$ cat src/rtl/rxf_pkg.sv
package rxf_pkg;
    localparam int MIN_FRAME = 64;

    typedef struct packed {
        logic trunc;
        logic ovf;
        logic wdt;
        logic col;
        logic crc;
    } rxf_flags_t;
endpackage

$ cat src/rtl/rxf_verdict.sv
module rxf_verdict
    import rxf_pkg::*;
#(
    parameter int LW = 16
) (
    input  logic [LW-1:0] len,
    input  rxf_flags_t    flags,
    input  logic          released,
    input  logic          fwd_small,
    input  logic          fwd_err,
    output logic          keep
);
    logic short_frame;
    logic any_err;
    logic runt;
    logic drop;

    always_comb begin
        short_frame = len < LW'(MIN_FRAME);
        any_err     = flags.crc | flags.col | flags.wdt | flags.ovf;
        runt        = flags.col & short_frame;
        drop        = flags.trunc
                    | (any_err & (~fwd_err | runt))
                    | (~any_err & short_frame & ~fwd_small);
        keep        = released | ~drop;
    end
endmodule

$ cat src/rtl/rxf_frame_ctl.sv
module rxf_frame_ctl
    import rxf_pkg::*;
#(
    parameter int DEPTH = 128,
    parameter int LW    = 16,
    parameter int TW    = 8
) (
    input  logic            clk,
    input  logic            rst_n,
    input  logic            cfg_thresh_mode,
    input  logic [TW-1:0]   cfg_thresh,
    input  logic            cfg_fwd_small,
    input  logic            cfg_fwd_err,
    input  logic            in_valid,
    input  logic            in_sof,
    input  logic            in_eof,
    input  logic [7:0]      in_data,
    input  logic            in_crc_err,
    input  logic            in_col,
    input  logic            in_wdt,
    input  logic            in_ovf,
    input  logic [$clog2(DEPTH):0] rd_ptr,
    output logic            mem_we,
    output logic [$clog2(DEPTH)-1:0] mem_addr,
    output logic [7:0]      mem_wdata,
    output logic [$clog2(DEPTH):0] pub_ptr,
    output logic            stat_valid,
    output logic [LW-1:0]   stat_len,
    output rxf_flags_t      stat_flags
);
    localparam int AW = $clog2(DEPTH);
    localparam int PW = AW + 1;

    typedef struct packed {
        logic          active;
        logic          released;
        logic          trunc;
        logic [LW-1:0] len;
        logic [PW-1:0] wr;
        logic [PW-1:0] start;
        logic [PW-1:0] pub;
        logic          we;
        logic [AW-1:0] addr;
        logic [7:0]    wdata;
        logic          sv;
        logic [LW-1:0] slen;
        rxf_flags_t    sflags;
    } ctl_state_t;

    ctl_state_t st_d, st_q;

    logic          take;
    logic          restart;
    logic [PW-1:0] cur_wr;
    logic [PW-1:0] occ;
    logic          full;
    logic          trunc_old;
    logic          rel_old;
    logic          store;
    logic [LW-1:0] len_new;
    rxf_flags_t    flags_new;
    logic          keep;

    assign take      = in_valid & (in_sof | st_q.active);
    assign restart   = in_sof & st_q.active & ~st_q.released;
    assign cur_wr    = restart ? st_q.start : st_q.wr;
    assign occ       = cur_wr - rd_ptr;
    assign full      = occ[AW];
    assign trunc_old = in_sof ? 1'b0 : st_q.trunc;
    assign rel_old   = in_sof ? 1'b0 : st_q.released;
    assign store     = ~trunc_old & ~full;
    assign len_new   = (in_sof ? '0 : st_q.len) + LW'(1);
    assign flags_new = '{trunc: trunc_old | full, ovf: in_ovf, wdt: in_wdt,
                         col: in_col, crc: in_crc_err};

    rxf_verdict #(.LW(LW)) u_verdict (
        .len       (len_new),
        .flags     (flags_new),
        .released  (rel_old),
        .fwd_small (cfg_fwd_small),
        .fwd_err   (cfg_fwd_err),
        .keep      (keep)
    );

    always_comb begin
        logic [PW-1:0] start_n;
        logic [PW-1:0] wr_after;
        logic [31:0]   stored;
        st_d    = st_q;
        st_d.we = 1'b0;
        st_d.sv = 1'b0;
        start_n  = in_sof ? cur_wr : st_q.start;
        wr_after = store ? cur_wr + PW'(1) : cur_wr;
        stored   = 32'(PW'(wr_after - start_n));
        if (take) begin
            st_d.start = start_n;
            st_d.len   = len_new;
            st_d.trunc = flags_new.trunc;
            st_d.wr    = wr_after;
            if (store) begin
                st_d.we    = 1'b1;
                st_d.addr  = cur_wr[AW-1:0];
                st_d.wdata = in_data;
            end
            if (in_eof) begin
                st_d.active   = 1'b0;
                st_d.released = 1'b0;
                if (keep) begin
                    st_d.pub    = wr_after;
                    st_d.sv     = 1'b1;
                    st_d.slen   = len_new;
                    st_d.sflags = flags_new;
                end else begin
                    st_d.wr = start_n;
                end
            end else begin
                st_d.active   = 1'b1;
                st_d.released = rel_old
                              | (cfg_thresh_mode & (stored >= 32'(cfg_thresh)));
                if (st_d.released) begin
                    st_d.pub = wr_after;
                end
            end
        end
    end

    always_ff @(posedge clk) begin
        if (!rst_n) begin
            st_q <= '0;
        end else begin
            st_q <= st_d;
        end
    end

    assign mem_we     = st_q.we;
    assign mem_addr   = st_q.addr;
    assign mem_wdata  = st_q.wdata;
    assign pub_ptr    = st_q.pub;
    assign stat_valid = st_q.sv;
    assign stat_len   = st_q.slen;
    assign stat_flags = st_q.sflags;


    no_overflow_chk: assert property (@(posedge clk) disable iff (!rst_n)
        32'(PW'(st_q.wr - rd_ptr)) <= DEPTH);


    pub_le_wr_chk: assert property (@(posedge clk) disable iff (!rst_n)
        32'(PW'(st_q.wr - st_q.pub)) <= DEPTH);


    stat_pub_chk: assert property (@(posedge clk) disable iff (!rst_n)
        stat_valid |-> (pub_ptr == st_q.wr));


    stat_after_eof_chk: assert property (@(posedge clk) disable iff (!rst_n)
        stat_valid |-> $past(in_valid && in_eof));


    pub_idle_chk: assert property (@(posedge clk) disable iff (!rst_n)
        !$past(in_valid) |-> $stable(pub_ptr));
endmodule

$ cat src/rtl/rx_frame_filter.sv
module rx_frame_filter
    import rxf_pkg::*;
#(
    parameter int DEPTH = 128,
    parameter int LW    = 16,
    parameter int TW    = 8,
    localparam int AW   = $clog2(DEPTH)
) (
    input  logic            clk,
    input  logic            rst_n,
    input  logic            cfg_thresh_mode,
    input  logic [TW-1:0]   cfg_thresh,
    input  logic            cfg_fwd_small,
    input  logic            cfg_fwd_err,
    input  logic            in_valid,
    input  logic            in_sof,
    input  logic            in_eof,
    input  logic [7:0]      in_data,
    input  logic            in_crc_err,
    input  logic            in_col,
    input  logic            in_wdt,
    input  logic            in_ovf,
    input  logic [AW:0]     rd_ptr,
    output logic            mem_we,
    output logic [AW-1:0]   mem_addr,
    output logic [7:0]      mem_wdata,
    output logic [AW:0]     pub_ptr,
    output logic            stat_valid,
    output logic [LW-1:0]   stat_len,
    output logic [4:0]      stat_flags
);
    rxf_flags_t flags_w;

    rxf_frame_ctl #(.DEPTH(DEPTH), .LW(LW), .TW(TW)) u_ctl (
        .clk             (clk),
        .rst_n           (rst_n),
        .cfg_thresh_mode (cfg_thresh_mode),
        .cfg_thresh      (cfg_thresh),
        .cfg_fwd_small   (cfg_fwd_small),
        .cfg_fwd_err     (cfg_fwd_err),
        .in_valid        (in_valid),
        .in_sof          (in_sof),
        .in_eof          (in_eof),
        .in_data         (in_data),
        .in_crc_err      (in_crc_err),
        .in_col          (in_col),
        .in_wdt          (in_wdt),
        .in_ovf          (in_ovf),
        .rd_ptr          (rd_ptr),
        .mem_we          (mem_we),
        .mem_addr        (mem_addr),
        .mem_wdata       (mem_wdata),
        .pub_ptr         (pub_ptr),
        .stat_valid      (stat_valid),
        .stat_len        (stat_len),
        .stat_flags      (flags_w)
    );

    assign stat_flags = flags_w;
endmodule

$ cat config.mk
export PLATFORM = sky130hd
export DESIGN_NAME = rx_frame_filter
export DESIGN_NICKNAME = d
export VERILOG_FILES = /design/src/rtl/rxf_pkg.sv /design/src/rtl/rxf_verdict.sv /design/src/rtl/rxf_frame_ctl.sv /design/src/rtl/rx_frame_filter.sv
export SDC_FILE = /design/constraint.sdc
export NUM_CORES = 1
export LEC_CHECK = 0
export BUFFER_PORTS_ARGS = -buffer_cell sky130_fd_sc_hd__buf_2
export CAP_MARGIN = 20
export CELL_PAD_IN_SITES_DETAIL_PLACEMENT = 1
export CELL_PAD_IN_SITES_GLOBAL_PLACEMENT = 1
export CORE_UTILIZATION = 42
export DETAILED_ROUTE_END_ITERATION = 10
export PLACE_DENSITY = 0.88
export SLEW_MARGIN = 20
export SYNTH_ARGS = -nofsm -noshare
export SYNTH_HDL_FRONTEND = slang
export SYNTH_SLANG_ARGS = --single-unit
$ cat constraint.sdc
create_clock -name clk -period 7.2 [get_ports clk]
set_input_delay 1.8 -clock clk [delete_from_list [all_inputs] [get_ports clk]]
set_output_delay 1.8 -clock clk [all_outputs]
set_load 0.03 [all_outputs]
; ---- Word level (Yosys, flattened, before mapping)
; Index checks and enable logic that the tools add are counted.
[word_totals]
reg_bits = 81
in_bits = 36
out_inout_bits = 46
wordCells = 70
[op_classes]
addsub = 4
magnitude_cmp = 2
eq_ne = 1
muxes = 14
bitwise_logic = 26
reduce_logical = 6
[ops]
columns = operator, n
row1 = two-way mux 8 bit, 8
row2 = two-way mux 16 bit, 2
row3 = two-way mux 22 bit, 1
row4 = "adder 16 x 1 -> 16 bit, second input constant", 1
row5 = "< comparator 16 x 7 -> 1 bit, second input constant", 1
row6 = subtractor 8 bit, 2
row7 = bitwise OR 1 bit, 10
row8 = bitwise AND 1 bit, 9
row9 = AND reduction 3 bit, 3
row10 = "adder 8 x 1 -> 8 bit, second input constant", 1
row11 = greater-or-equal comparator 8 bit, 1
row12 = inverter 1 bit, 7
row13 = AND reduction 2 bit, 2
row14 = two-way mux 1 bit, 2
row15 = two-way mux 2 bit, 1
row16 = "!= test 2 x 1 -> 1 bit, second input constant", 1
row17 = nonzero test 2 bit, 1

; ---- Depth between registers and ports, before layout
; Gate-level depths: netlist (run 1).
[depth]
depth_word = 13
mapped_depth = 26
depth_no_buf = 24

; ---- Hierarchy
; From an unflattened synthesis (run 1), not the netlist that was laid out.
[unflattened]
hier_cells = 596
area_unflattened_um2 = 4717.0
[by_module_without_submodules]
columns = mod, n_inst, cells_each, area_per_inst_um2, seq_area_each_um2
row1 = rxf_frame_ctl, 1, 587, 4662.0, 1621.6
row2 = rxf_verdict, 1, 9, 55.1, 0.0

; ---- Least setup slack after synthesis (run 1)
; Ideal clock, no wire load.
[synth_path]
path_type = input to register
startpoint = input port in_sof
endpoint = register u_ctl.st_q, in the netlist u_ctl.pub_ptr[0]
setup_ns = 0.072
t_arrival_ns = 6.419
required_ns = 7.128
path_slack_ns = 0.709
cell_stages = 25
n_path_buf = 2
cell_sequence = nand3b_1 > buf_2 > mux2i_1 > inv_1 > ha_1 > a21oi_1 > o21a_1 > nand3_1 > o32a_1 > and2_1 > clkbuf_1 > xnor2_1 > inv_1 > ha_1 > inv_1 > ha_1 > ha_1 > a21o_1 > a21o_1 > a21o_1 > a21o_1 > a211oi_1 > o21ai_0 > a21oi_4 > mux2i_1
[synth_between]
elab_chain_cells = 13
elab_cells_between_ends = 37
classes_between = add/sub (4) / order compare (2) / eq/ne (1) / mux (9) / bitwise (19) / reduce/logical (2)
[synth_rtl]
columns = element, line
row1 = "start, declared", rx_frame_filter.sv:16  ; input logic in_sof,
row2 = bitwise AND 1 bit (*) (2 in a row), rxf_frame_ctl.sv:65  ; assign restart = in_sof & st_q.active & ~st_q.released;
row3 = two-way mux 8 bit (*), rxf_frame_ctl.sv:66  ; assign cur_wr = restart ? st_q.start : st_q.wr;
row4 = net u_ctl.cur_wr[6], rxf_frame_ctl.sv:54  ; logic [PW-1:0] cur_wr;
row5 = subtractor 8 bit, rxf_frame_ctl.sv:67  ; assign occ = cur_wr - rd_ptr;
row6 = inverter 1 bit, rxf_frame_ctl.sv:71  ; assign store = ~trunc_old & ~full;
row7 = bitwise AND 1 bit, rxf_frame_ctl.sv:71
row8 = two-way mux 8 bit, rxf_frame_ctl.sv:93  ; wr_after = store ? cur_wr + PW'(1) : cur_wr;
row9 = subtractor 8 bit, rxf_frame_ctl.sv:94  ; stored = 32'(PW'(wr_after - start_n));
row10 = greater-or-equal comparator 8 bit, rxf_frame_ctl.sv:119  ; | (cfg_thresh_mode & (stored >= 32'(cfg_thresh)));
row11 = bitwise AND 1 bit, rxf_frame_ctl.sv:119
row12 = bitwise OR 1 bit, rxf_frame_ctl.sv:119
row13 = nonzero test 2 bit (no line), n/a
row14 = AND reduction 3 bit (no line), n/a
row15 = "end signal, assigned", rxf_frame_ctl.sv:131  ; st_q <= st_d;
row16 = "end, declared", rxf_frame_ctl.sv:50  ; ctl_state_t st_d, st_q;
; The timed path passes the listed nets; every way through them passes the cells marked *. The select of a mux whose other input is x is not followed.
; A chain may end at the register's enable or synchronous reset.

; ---- Worst setup path after layout (run 1)
[layout_path]
startpoint = input port in_sof
endpoint = register u_ctl.st_q, in the netlist u_ctl.pub_ptr[4]
; Same word-level chain as after synthesis.

==> impl_metrics.py, run 1 <==
metrics = {
    "yosys": {
        "synth_nets": 692,
        "synth_common_cells": "dfxtp_1 (81), nand2_1 (81), nor2_1 (79), a21oi_1 (51), buf_4 (44)",
        "yosys_warnings": 0,
        "ys_ff_latch": 81,
        "netlist_instances": 633,
        "synthesis.area_sq_um": 4959,
        "synth_edf_count": 0,
        "netlist.area_leader.share_pct": 32.70,
        "synth.area.top_cells": "dfxtp_1 (33%), mux2i_1 (6.9%), buf_4 (6.7%), nand2_1 (6.1%), nor2_1 (6.0%)",
        "synth_top_area_cell": "dfxtp_1",
        "yosysSeqAreaShare_pct": 32.70,
        "ys.flop_type": "dfxtp_1",
        "postSynthAreaPerCell_sq_um": 7.833,
        "synthArstFlopShare_pct": 0,
        "synth_cell_types": 55,
    },
    "setup_path": {
        "critPathTopFamily": "compound AO/OA/AOI/OAI gates",
        "crit_slowest_cell": "ha_1",
        "path_class": "in -> reg",
        "cp_common_cell": "ha_1",
        "max_stage_delay_ns": 0.40,
        "critPathMaxFanout": 9,
        "ff2ff_setup_slack_ns": 1.48,
        "r2r_end": "u_ctl.pub_ptr[4]$_SDFFE_PN0P_",
        "critPathCaptureType": "flip-flop",
        "reg2regPathDepth": 24,
        "critPathRequiredTime_ns": 7.44,
        "critPathLaunchType": "input port",
        "critPathBufInv": 4,
        "worstPathArrival_ns": 7.01,
        "r2r_start": "u_ctl.st_q[79]$_SDFFE_PN0P_",
    },
    "status": {
        "status": "finished clean",
    },
    "clocking": {
        "cts_htree_levels": 3,
        "clockBufferDepth": 2,
        "cts_tree": "built",
        "cts_hold_buf": 0,
        "clkSlewWorstSetupHoldPaths_ns": 0.06,
        "clk-insertion-delay-late_ns": 0.36,
        "clkSinkCount": 81,
        "cts-buffers-inserted": 9,
        "root_buffer": "clkbuf_16",
    },
    "timing": {
        "fin_setup_tns_ns": 0,
        "max_slew.worst_pin.slew_ns": 0.8881,
        "hold_viol": 0,
        "max_freq_mhz": 147.6,
        "slew_headroom_pct": 40.80,
        "finalCriticalPeriod_ns": 6.775,
        "rsz0062_at_grt": "no",
        "setup_viol": 0,
        "finalMaxSlewViolations": 0,
        "worst_clock_skew_ns": 0.008565,
        "fin_crit_sh_pct": 94.10,
        "hold-worst-slack_ns": 0.4597,
    },
    "place": {
        "hpwl_mm": 9.652,
        "place_area_sq_um": 5156,
        "gp_congestion": 0.9094,
        "portBuffers": 81,
    },
    "worst_hold_path": {
        "holdCritStartpoint": "u_ctl.mem_wdata[4]$_SDFFE_PN0P_",
        "worstHoldPathType": "reg -> reg",
        "whs_endpoint": "u_ctl.mem_wdata[4]$_SDFFE_PN0P_",
        "hold_depth": 2,
    },
    "routing": {
        "drtIter0Drc": 199,
        "firstDrtPassIters": 4,
        "wl_per_cell_um": 16.60,
        "num_vias": 4479,
        "via_per_inst": 5.564,
        "drcViolationCount": 0,
        "routed_wl_mm": 13.36,
        "antenna_left": 0,
    },
    "pwr": {
        "p_leak_nw": 2.401,
        "power.total_mw": 1.238,
        "ir_drop_mv": 0.1210,
        "p_per_area_nw_per_um2": 224.7,
    },
    "floorplanning": {
        "initial_core_util_pct": 43.24,
        "die_x_um": 110.7,
        "ios": 82,
        "fp.coreArea_sq_um": 11470,
        "die_h_um": 110.7,
        "num_rows": 39,
        "die_area_sq_um": 12240,
    },
    "layout": {
        "fin_nets": 717,
        "fin_area_sq_um": 5508,
        "nFillCells": 1431,
        "post-route-util_pct": 48.03,
        "antenna_cells": 0,
        "area_growth_pct": 11.08,
        "drive_above_1_share_pct": 18.13,
        "multiInputGateArea_sq_um": 2765,
        "final-seq-area_sq_um": 1622,
    },
    "global_routing": {
        "antenna_found_initial": 1,
        "grt_pass1_wl_mm": 22.27,
        "globalRouteOverflowTotal": 0,
        "grt_use_total_pct": 22.53,
        "first_global_vias": 4552,
        "grt_max_degree": 66,
    },
    "flow_run": {
        "drv_cap": 0,
    },
}
layout make-up:
class                   instances  share of cell area [%]
multi-input cells             442                   50.20
flip-flops and latches         81                   29.44
repair buffers                 93                   9.223
clock buffers                   9                   4.089
well taps                     143                   3.249
inverters                      31                   2.135
clock inverters                 6                   1.658
worst max path at each step:
| stage | from | to | slack [ns] | cells after the start |
|---|---|---|---|---|
| after floorplan | in_sof | u_ctl.pub_ptr[0]$_SDFFE_PN0P_ | 0.71 | 25 |
| after detailed placement | in_sof | u_ctl.pub_ptr[7]$_SDFFE_PN0P_ | 0.05 | 25 |
| final | in_sof | u_ctl.pub_ptr[4]$_SDFFE_PN0P_ | 0.43 | 25 |
| after CTS | in_sof | u_ctl.pub_ptr[4]$_SDFFE_PN0P_ | 0.37 | 25 |
| after global placement | in_sof | u_ctl.pub_ptr[0]$_SDFFE_PN0P_ | 0.39 | 24 |
| after global routing | in_sof | u_ctl.pub_ptr[5]$_SDFFE_PN0P_ | 0.02 | 25 |
power by group:
group | leakage, nW | total, mW | internal, mW | switching (mW)
sequential | 0.657 | 0.474 | 0.464 | 0.0103
combinational | 1.60 | 0.267 | 0.103 | 0.163
clock | 0.144 | 0.497 | 0.303 | 0.194
total | 2.40 | 1.24 | 0.870 | 0.368
layout by cell type, fill, tap and decap left out, types with 3 or more instances in the layout:
| cell | count |
|---|---|
| ha_1 | 23 |
| and2_1 | 4 |
| nand3b_1 | 6 |
| o31ai_1 | 3 |
| dfxtp_1 | 81 |
| and3_1 | 5 |
| buf_4 | 11 |
| a21o_1 | 7 |
| a21oi_1 | 51 |
| clkbuf_16 | 9 |
| xor2_1 | 9 |
| a22oi_1 | 4 |
| nor4_1 | 6 |
| nor2_1 | 79 |
| inv_1 | 30 |
| a211oi_1 | 20 |
| o21ai_0 | 28 |
| nand3_1 | 10 |
| mux2i_1 | 34 |
| nor3_1 | 5 |
| xnor2_1 | 15 |
| nand2_1 | 81 |
| nor2b_1 | 6 |
| clkinvlp_4 | 3 |
| buf_2 | 81 |
| o211ai_1 | 4 |
| nand4_1 | 4 |
| nand2b_1 | 4 |
registers in the layout (all words and copies together), names as in the netlist:
| name | count |
|---|---|
| u_ctl.stat_valid | 1 |
| u_ctl.stat_len | 16 |
| u_ctl.pub_ptr | 8 |
| u_ctl.stat_flags | 5 |
| u_ctl.mem_wdata | 8 |
| u_ctl.st_q | 35 |
| u_ctl.mem_we | 1 |
| u_ctl.mem_addr | 7 |
tightest hold or removal path, delay by kind of cell, from the launching register on:
family	cells	cell delay [ns]
flip-flops	1	0.31
AO/OA/AOI/OAI	1	0.06
AND/OR/NAND/NOR	1	0.05
metrics by stage:
step | setup slack (ns) | std cells
6_report | 0.4251 | 805
4_1_cts | 0.3718 | 804
5_1_grt | 0.02386 | 805
3_5_place_dp | 0.05278 | 789
2_1_floorplan | 0.7092 | 633
3_3_place_gp | 0.3854 | 789
repair_timing:
| action | 4_1_cts | 5_1_grt |
|---|---|---|
| setup endpoints to repair | 0 | 8 |
| setup buffers | 0 | 1 |
| hold endpoints to repair | 0 | 0 |
| resized for setup | 0 | 2 |
layer usage:
layer  share of wire [%]  vias to the layer above  track usage [%]  wire [um]
li1                    -                     2177                -          -
met1                  44                     2156            28.51       5944
met2                  48                      115            36.60       6385
met3                 4.9                       29            4.155        649
met4                 2.7                        2            11.47        366
met5                0.10                        -                0         14
kinds of logic after synthesis:
family	Yosys count	synth area share, %
AND/OR/NAND/NOR	221	20.84
adder cells (fa/ha/maj)	24	6.006
XOR/XNOR	25	4.416
buffers and inverters	110	11.88
flip-flops	81	32.70
AO/OA/AOI/OAI	138	17.29
multiplexers	34	6.864
Note: power is estimated with default switching activity, not from simulation.
==> run 2: changes to the inputs <==
--- a/config.mk
+++ b/config.mk
@@ -9,9 +9,9 @@
 export CAP_MARGIN = 20
 export CELL_PAD_IN_SITES_DETAIL_PLACEMENT = 1
 export CELL_PAD_IN_SITES_GLOBAL_PLACEMENT = 1
-export CORE_UTILIZATION = 42
+export CORE_UTILIZATION = 45
 export DETAILED_ROUTE_END_ITERATION = 10
-export PLACE_DENSITY = 0.88
+export PLACE_DENSITY = 0.93
 export SLEW_MARGIN = 20
 export SYNTH_ARGS = -nofsm -noshare
 export SYNTH_HDL_FRONTEND = slang
==> constraint.sdc (replaced) <==
create_clock -name clk -period 7.9 [get_ports clk]
set_input_delay 1.975 -clock clk [delete_from_list [all_inputs] [get_ports clk]]
set_output_delay 1.975 -clock clk [all_outputs]
set_load 0.03 [all_outputs]
==> run 2 against run 1 <==
Compared with the run above:
- sequential share of layout area grew 0.61 points
- clock skew hardly changed
- largest cell class unchanged
- global-route usage is 2.4 points higher
- design area is 2.0% lower
- critical path depth is 1 higher
- via count is 1.4% higher
- critical endpoint is now u_ctl.pub_ptr[0]$_SDFFE_PN0P_
- routed wire length is 3.4% higher
- core utilization grew 3.3 points
- setup slack improved by 0.24 ns
- non-clock buffer count unchanged
- die area is 6.5% lower
- sequential power is 8.9% lower
==> impl_metrics.py, run 2 (synthesized netlist as in run 1, its figures left out) <==
metrics = {
    "timing": {
        "fin_setup_tns_ns": 0,
        "fin_crit_sh_pct": 91.53,
        "max_slew.worst_pin.slew_ns": 0.9548,
        "setup_viol": 0,
        "slew_headroom_pct": 36.34,
        "max_freq_mhz": 138.3,
        "finalCriticalPeriod_ns": 7.231,
        "rsz0062_at_grt": "no",
        "worst_clock_skew_ns": 0.008303,
        "hold_viol": 0,
        "finalMaxSlewViolations": 0,
        "layout_setup_ws_ns": 0.6694,
    },
    "worst_hold_path": {
        "holdCritStartpoint": "u_ctl.mem_wdata[4]$_SDFFE_PN0P_",
        "hold_depth": 2,
        "whs_endpoint": "u_ctl.mem_wdata[4]$_SDFFE_PN0P_",
        "worstHoldPathType": "reg -> reg",
    },
    "setup_path": {
        "critPathRequiredTime_ns": 8.20,
        "r2r_start": "u_ctl.st_q[79]$_SDFFE_PN0P_",
        "reg2regPathDepth": 25,
        "r2r_end": "u_ctl.pub_ptr[0]$_SDFFE_PN0P_",
        "critPathLaunchType": "input port",
        "critPathCaptureType": "flip-flop",
        "worstPathArrival_ns": 7.53,
        "worstSetupStartpoint": "in_sof",
        "ff2ff_setup_slack_ns": 1.88,
        "path_class": "in -> reg",
        "critPathMaxFanout": 9,
    },
    "routing": {
        "drcViolationCount": 0,
        "routed_wl_mm": 13.82,
        "drtIter0Drc": 210,
        "num_vias": 4541,
        "firstDrtPassIters": 4,
        "antenna_left": 0,
        "via_per_inst": 5.683,
        "wl_per_cell_um": 17.29,
    },
    "global_routing": {
        "grt_max_degree": 66,
        "grt_pass1_wl_mm": 22.49,
        "globalRouteOverflowTotal": 0,
        "first_global_vias": 4645,
        "antenna_found_initial": 0,
        "grt_use_total_pct": 24.89,
    },
    "layout": {
        "area_growth_pct": 8.832,
        "nFillCells": 1341,
        "regMostFlops": "u_ctl.st_q",
        "antenna_cells": 0,
        "largest_reg_flops": 35,
        "layout_common_cells": "nand2_1 (81), buf_2 (81), dfxtp_1 (81), nor2_1 (79), a21oi_1 (51)",
        "drive_above_1_share_pct": 18.25,
        "fin_nets": 717,
    },
    "clocking": {
        "clockBufferDepth": 2,
        "cts-buffers-inserted": 9,
        "cts_htree_levels": 3,
        "root_buffer": "clkbuf_8",
        "clkSlewWorstSetupHoldPaths_ns": 0.10,
        "clk-insertion-delay-late_ns": 0.38,
        "clkSinkCount": 81,
        "cts_tree": "built",
        "cts_hold_buf": 0,
    },
    "pwr": {
        "p_leak_nw": 2.353,
        "ir_drop_mv": 0.09436,
        "p_per_area_nw_per_um2": 192.6,
    },
    "place": {
        "pre_cts_ws_ns": 0.08709,
        "hpwl_mm": 9.847,
        "gp_congestion": 0.9323,
        "portBuffers": 81,
    },
    "floorplanning": {
        "initial_core_util_pct": 47.18,
        "num_rows": 37,
        "die_area_sq_um": 11440,
        "die_h_um": 107.0,
        "die_x_um": 107.0,
        "fp.coreArea_sq_um": 10510,
        "ios": 82,
    },
    "status": {
        "status": "finished clean",
    },
    "flow_run": {
        "drv_cap": 0,
    },
}
==> run 2: through the flow <==
step                      area (sq um)  instances  util (%)  power, mW  hold slack (ns)
after floorplan                   4959        633         -     0.6188           0.4363
after global placement            5117        778     48.70     0.6613           0.4384
after detailed placement          5117        778     48.70     0.6763           0.4467
after CTS                         5348        794     50.89      1.042           0.4614
after global routing              5396        799     51.35      1.087           0.4855
final                             5396        799     51.35      1.039           0.4577
==> run 2: worst max-delay path by stage <==
stage | end | slack (ns) | cells after the start
floorplan | u_ctl.pub_ptr[0]$_SDFFE_PN0P_ | 1.23 | 25
global placement | u_ctl.pub_ptr[0]$_SDFFE_PN0P_ | 0.42 | 25
detailed placement | u_ctl.pub_ptr[0]$_SDFFE_PN0P_ | 0.09 | 25
CTS | u_ctl.pub_ptr[0]$_SDFFE_PN0P_ | 0.38 | 25
global route | u_ctl.pub_ptr[0]$_SDFFE_PN0P_ | 0.35 | 26
finish | u_ctl.pub_ptr[0]$_SDFFE_PN0P_ | 0.67 | 26
==> run 2: repair_timing <==
item / 4_1_cts / 5_1_grt
resized for setup: 0 / 1
buffers inserted: 0 / 5
setup endpoints to repair: 0 / 8
==> run 2: critical path: stages <==
cell      delay (ns)
buf_2           0.12
nand3b_1        0.08
buf_4           0.19
mux2i_1         0.48
inv_1           0.15
ha_1            0.21
a21oi_1         0.16
o21a_1          0.20
nand3_1         0.10
o32a_1          0.41
and2_1          0.27
xnor2_1         0.40
inv_1           0.09
ha_1            0.19
inv_1           0.09
ha_1            0.15
a31oi_1         0.06
xnor2_1         0.26
ha_1            0.27
a21o_1          0.15
a21o_1          0.16
a21o_1          0.17
a211oi_1        0.25
o21ai_0         0.24
a21oi_4         0.40
mux2i_1         0.27
==> run 2: power breakdown <==
part / switching [mW] / internal (mW) / total, mW
clock: 0.182 / 0.185 / 0.367
combinational: 0.149 / 0.0922 / 0.241
sequential: 0.00965 / 0.422 / 0.432
==> run 2: per-layer routing <==
metal	vias up	routed length, um	global-route usage [%]
met4	0	503	13.50
met3	40	695	4.012
met2	133	6830	43.87
met5	-	0	0
li1	2181	-	-
met1	2187	5788	28.66
==> run 2: layout make-up <==
cell class / instances / area, sq um / share of cell area, %
inverter: 31 / 117.6 / 2.179
sequential: 81 / 1622 / 30.05
timing repair buffer: 93 / 495.5 / 9.182
clock buffer: 9 / 123.9 / 2.295
multi-input combinational: 442 / 2761 / 51.17
clock inverter: 7 / 106.4 / 1.971
tap: 136 / 170.2 / 3.153
==> run 3: changes to the inputs <==
--- a/config.mk
+++ b/config.mk
@@ -12,6 +12,7 @@
 export CORE_UTILIZATION = 45
 export DETAILED_ROUTE_END_ITERATION = 10
 export PLACE_DENSITY = 0.93
+export REMOVE_ABC_BUFFERS = 1
 export SLEW_MARGIN = 20
 export SYNTH_ARGS = -nofsm -noshare
 export SYNTH_HDL_FRONTEND = slang
==> run 3 against run 2 <==
Compared with the run above:
- hold slack improved by 0.0024 ns
- via count fell by 0.64%
- core utilization fell by 0.57 points
- critical path type unchanged
- count of clock-buffer cells in the layout rose by 2
- global-route usage rose by 0.54 points
- highest routed layer unchanged
==> impl_metrics.py, run 3 (synthesized netlist as in run 1, its figures left out) <==
metrics = {
    "pwr": {
        "p_leak_nw": 2.305,
        "pwr-share-comb_pct": 25.0,
        "p_per_area_nw_per_um2": 186.2,
        "clock_power_share_pct": 31.6,
        "ir_drop_mv": 0.08141,
        "sw_frac_of_total_pct": 32.69,
        "p_int_uw": 668.9,
        "seq_power_share_pct": 43.4,
        "p_sw_uw": 324.9,
    },
    "timing": {
        "setup_viol": 0,
        "fin_setup_tns_ns": 0,
        "hold_viol": 0,
        "slew_headroom_pct": 50.91,
        "finalCriticalPeriod_ns": 7.283,
        "worst_clock_skew_ns": 0.01235,
        "fin_crit_sh_pct": 92.19,
        "max_slew.worst_pin.slew_ns": 0.7269,
        "rsz0062_at_grt": "no",
        "finalMaxSlewViolations": 0,
        "max_freq_mhz": 137.3,
    },
    "setup_path": {
        "worstPathArrival_ns": 7.57,
        "critPathMaxFanout": 12,
        "critPathLaunchType": "input port",
        "critPathCaptureType": "flip-flop",
        "reg2regPathDepth": 22,
        "path_class": "in -> reg",
        "critPathRequiredTime_ns": 8.18,
        "ff2ff_setup_slack_ns": 1.81,
        "r2r_start": "u_ctl.st_q[79]$_SDFFE_PN0P_",
        "r2r_end": "u_ctl.pub_ptr[3]$_SDFFE_PN0P_",
    },
    "floorplanning": {
        "ios": 82,
        "num_rows": 37,
        "fp.coreArea_sq_um": 10510,
        "die_h_um": 107.0,
        "die_x_um": 107.0,
        "die_area_sq_um": 11440,
        "initial_core_util_pct": 47.18,
    },
    "routing": {
        "routed_wl_mm": 14.14,
        "wl_per_cell_um": 17.80,
        "drcViolationCount": 0,
        "drtIter0Drc": 206,
        "firstDrtPassIters": 4,
        "num_vias": 4512,
        "antenna_left": 0,
        "via_per_inst": 5.683,
    },
    "clocking": {
        "clkSinkCount": 81,
        "cts_htree_levels": 3,
        "cts-buffers-inserted": 9,
        "cts_tree": "built",
        "clk-insertion-delay-late_ns": 0.36,
        "clkSlewWorstSetupHoldPaths_ns": 0.09,
        "clockBufferDepth": 2,
        "root_buffer": "clkbuf_8",
    },
    "layout": {
        "layout_common_cells": "nand2_1 (81), buf_2 (81), dfxtp_1 (81), nor2_1 (79), a21oi_1 (51)",
        "fin_area_sq_um": 5336,
        "antenna_cells": 0,
        "regMostFlops": "u_ctl.st_q",
        "fin_nets": 713,
        "drive_above_1_share_pct": 17.63,
        "post-route-util_pct": 50.78,
        "largest_reg_flops": 35,
        "area_growth_pct": 7.621,
    },
    "global_routing": {
        "globalRouteOverflowTotal": 0,
        "grt_use_total_pct": 25.43,
        "grt_pass1_wl_mm": 22.78,
        "first_global_vias": 4681,
        "grt_max_degree": 66,
        "antenna_found_initial": 0,
    },
    "place": {
        "portBuffers": 81,
        "hpwl_mm": 10.06,
        "gp_congestion": 0.9556,
        "place_area_sq_um": 5112,
    },
    "status": {
        "status": "finished clean",
    },
    "worst_hold_path": {
        "worstHoldPathType": "reg -> reg",
        "whs_endpoint": "u_ctl.mem_wdata[3]$_SDFFE_PN0P_",
        "holdCritStartpoint": "u_ctl.mem_wdata[3]$_SDFFE_PN0P_",
        "hold_depth": 2,
    },
    "flow_run": {
        "drv_cap": 0,
    },
}
-- run 3: routing by layer --
| metal | track usage [%] | share of wire (%) |
|---|---|---|
| met5 | 0 | 0 |
| met4 | 11.06 | 3.0 |
| met3 | 4.681 | 5.1 |
| met2 | 45.58 | 51 |
| met1 | 29.37 | 41 |
-- run 3: area by class of cell --
cell class / instances / area [sq um]
Clock buffer: 11 / 141.4
Clock inverter: 4 / 53.80
Fill cell: 1325 / 5172
Inverter: 31 / 118.9
Multi-Input combinational cell: 442 / 2765
Sequential cell: 81 / 1622
Tap cell: 136 / 170.2
Timing Repair Buffer: 89 / 465.4
-- run 3: power groups by stage --
stage	clock, mW	sequential (mW)	combinational, mW
after floorplan	0	0.453	0.148
after global placement	0	0.440	0.222
after detailed placement	0	0.441	0.241
after CTS	0.322	0.431	0.244
after global routing	0.336	0.433	0.272
final	0.314	0.431	0.248
-- run 3: worst max-delay path, cell delays in order --
cell and delay, ns:
buf_2 0.12, nand3b_1 0.08, buf_4 0.23, mux2i_1 0.32
inv_1 0.15, ha_1 0.23, a2111oi_0 0.53, o211a_1 0.23
o32a_1 0.28, and2_1 0.29, nand2_1 0.11, xnor2_1 0.31
ha_1 0.36, and3_1 0.24, o211ai_1 0.25, nand4_1 0.15
a211oi_1 0.26, nor2_1 0.07, ha_1 0.28, a211oi_1 0.21
o21ai_0 0.22, a21oi_4 0.37, mux2i_1 0.28
-- run 3: worst max-delay path by stage --
| stage | start | to | cells past startpoint |
|---|---|---|---|
| 5_1_grt | in_sof | u_ctl.pub_ptr[3]$_SDFFE_PN0P_ | 22 |
| 2_1_floorplan | in_sof | u_ctl.pub_ptr[0]$_SDFFE_PN0P_ | 23 |
| 4_1_cts | in_sof | u_ctl.pub_ptr[3]$_SDFFE_PN0P_ | 23 |
| 3_5_place_dp | in_sof | u_ctl.pub_ptr[3]$_SDFFE_PN0P_ | 25 |
| 6_report | in_sof | u_ctl.pub_ptr[3]$_SDFFE_PN0P_ | 23 |
| 3_3_place_gp | in_sof | u_ctl.pub_ptr[4]$_SDFFE_PN0P_ | 22 |
-- run 3: repair_timing --
| item | in CTS | in global routing |
|---|---|---|
| endpoints found under the setup margin | 0 | 1 |
| hold buffers | 0 | 0 |
| gates resized for setup | 0 | 2 |
| buffers inserted | 0 | 2 |
-- run 3: metrics by stage --
| stage | power, mW | instances | worst slack, ns | hold slack (ns) |
|---|---|---|---|---|
| 2_1_floorplan | 0.6014 | 554 | 1.238 | 0.4363 |
| 3_3_place_gp | 0.6619 | 777 | 0.6171 | 0.4397 |
| 3_5_place_dp | 0.6815 | 777 | 0.1796 | 0.4488 |
| 4_1_cts | 0.9968 | 792 | 0.3952 | 0.4604 |
| 5_1_grt | 1.041 | 794 | 0.3202 | 0.4876 |
| 6_report | 0.9939 | 794 | 0.6171 | 0.4601 |
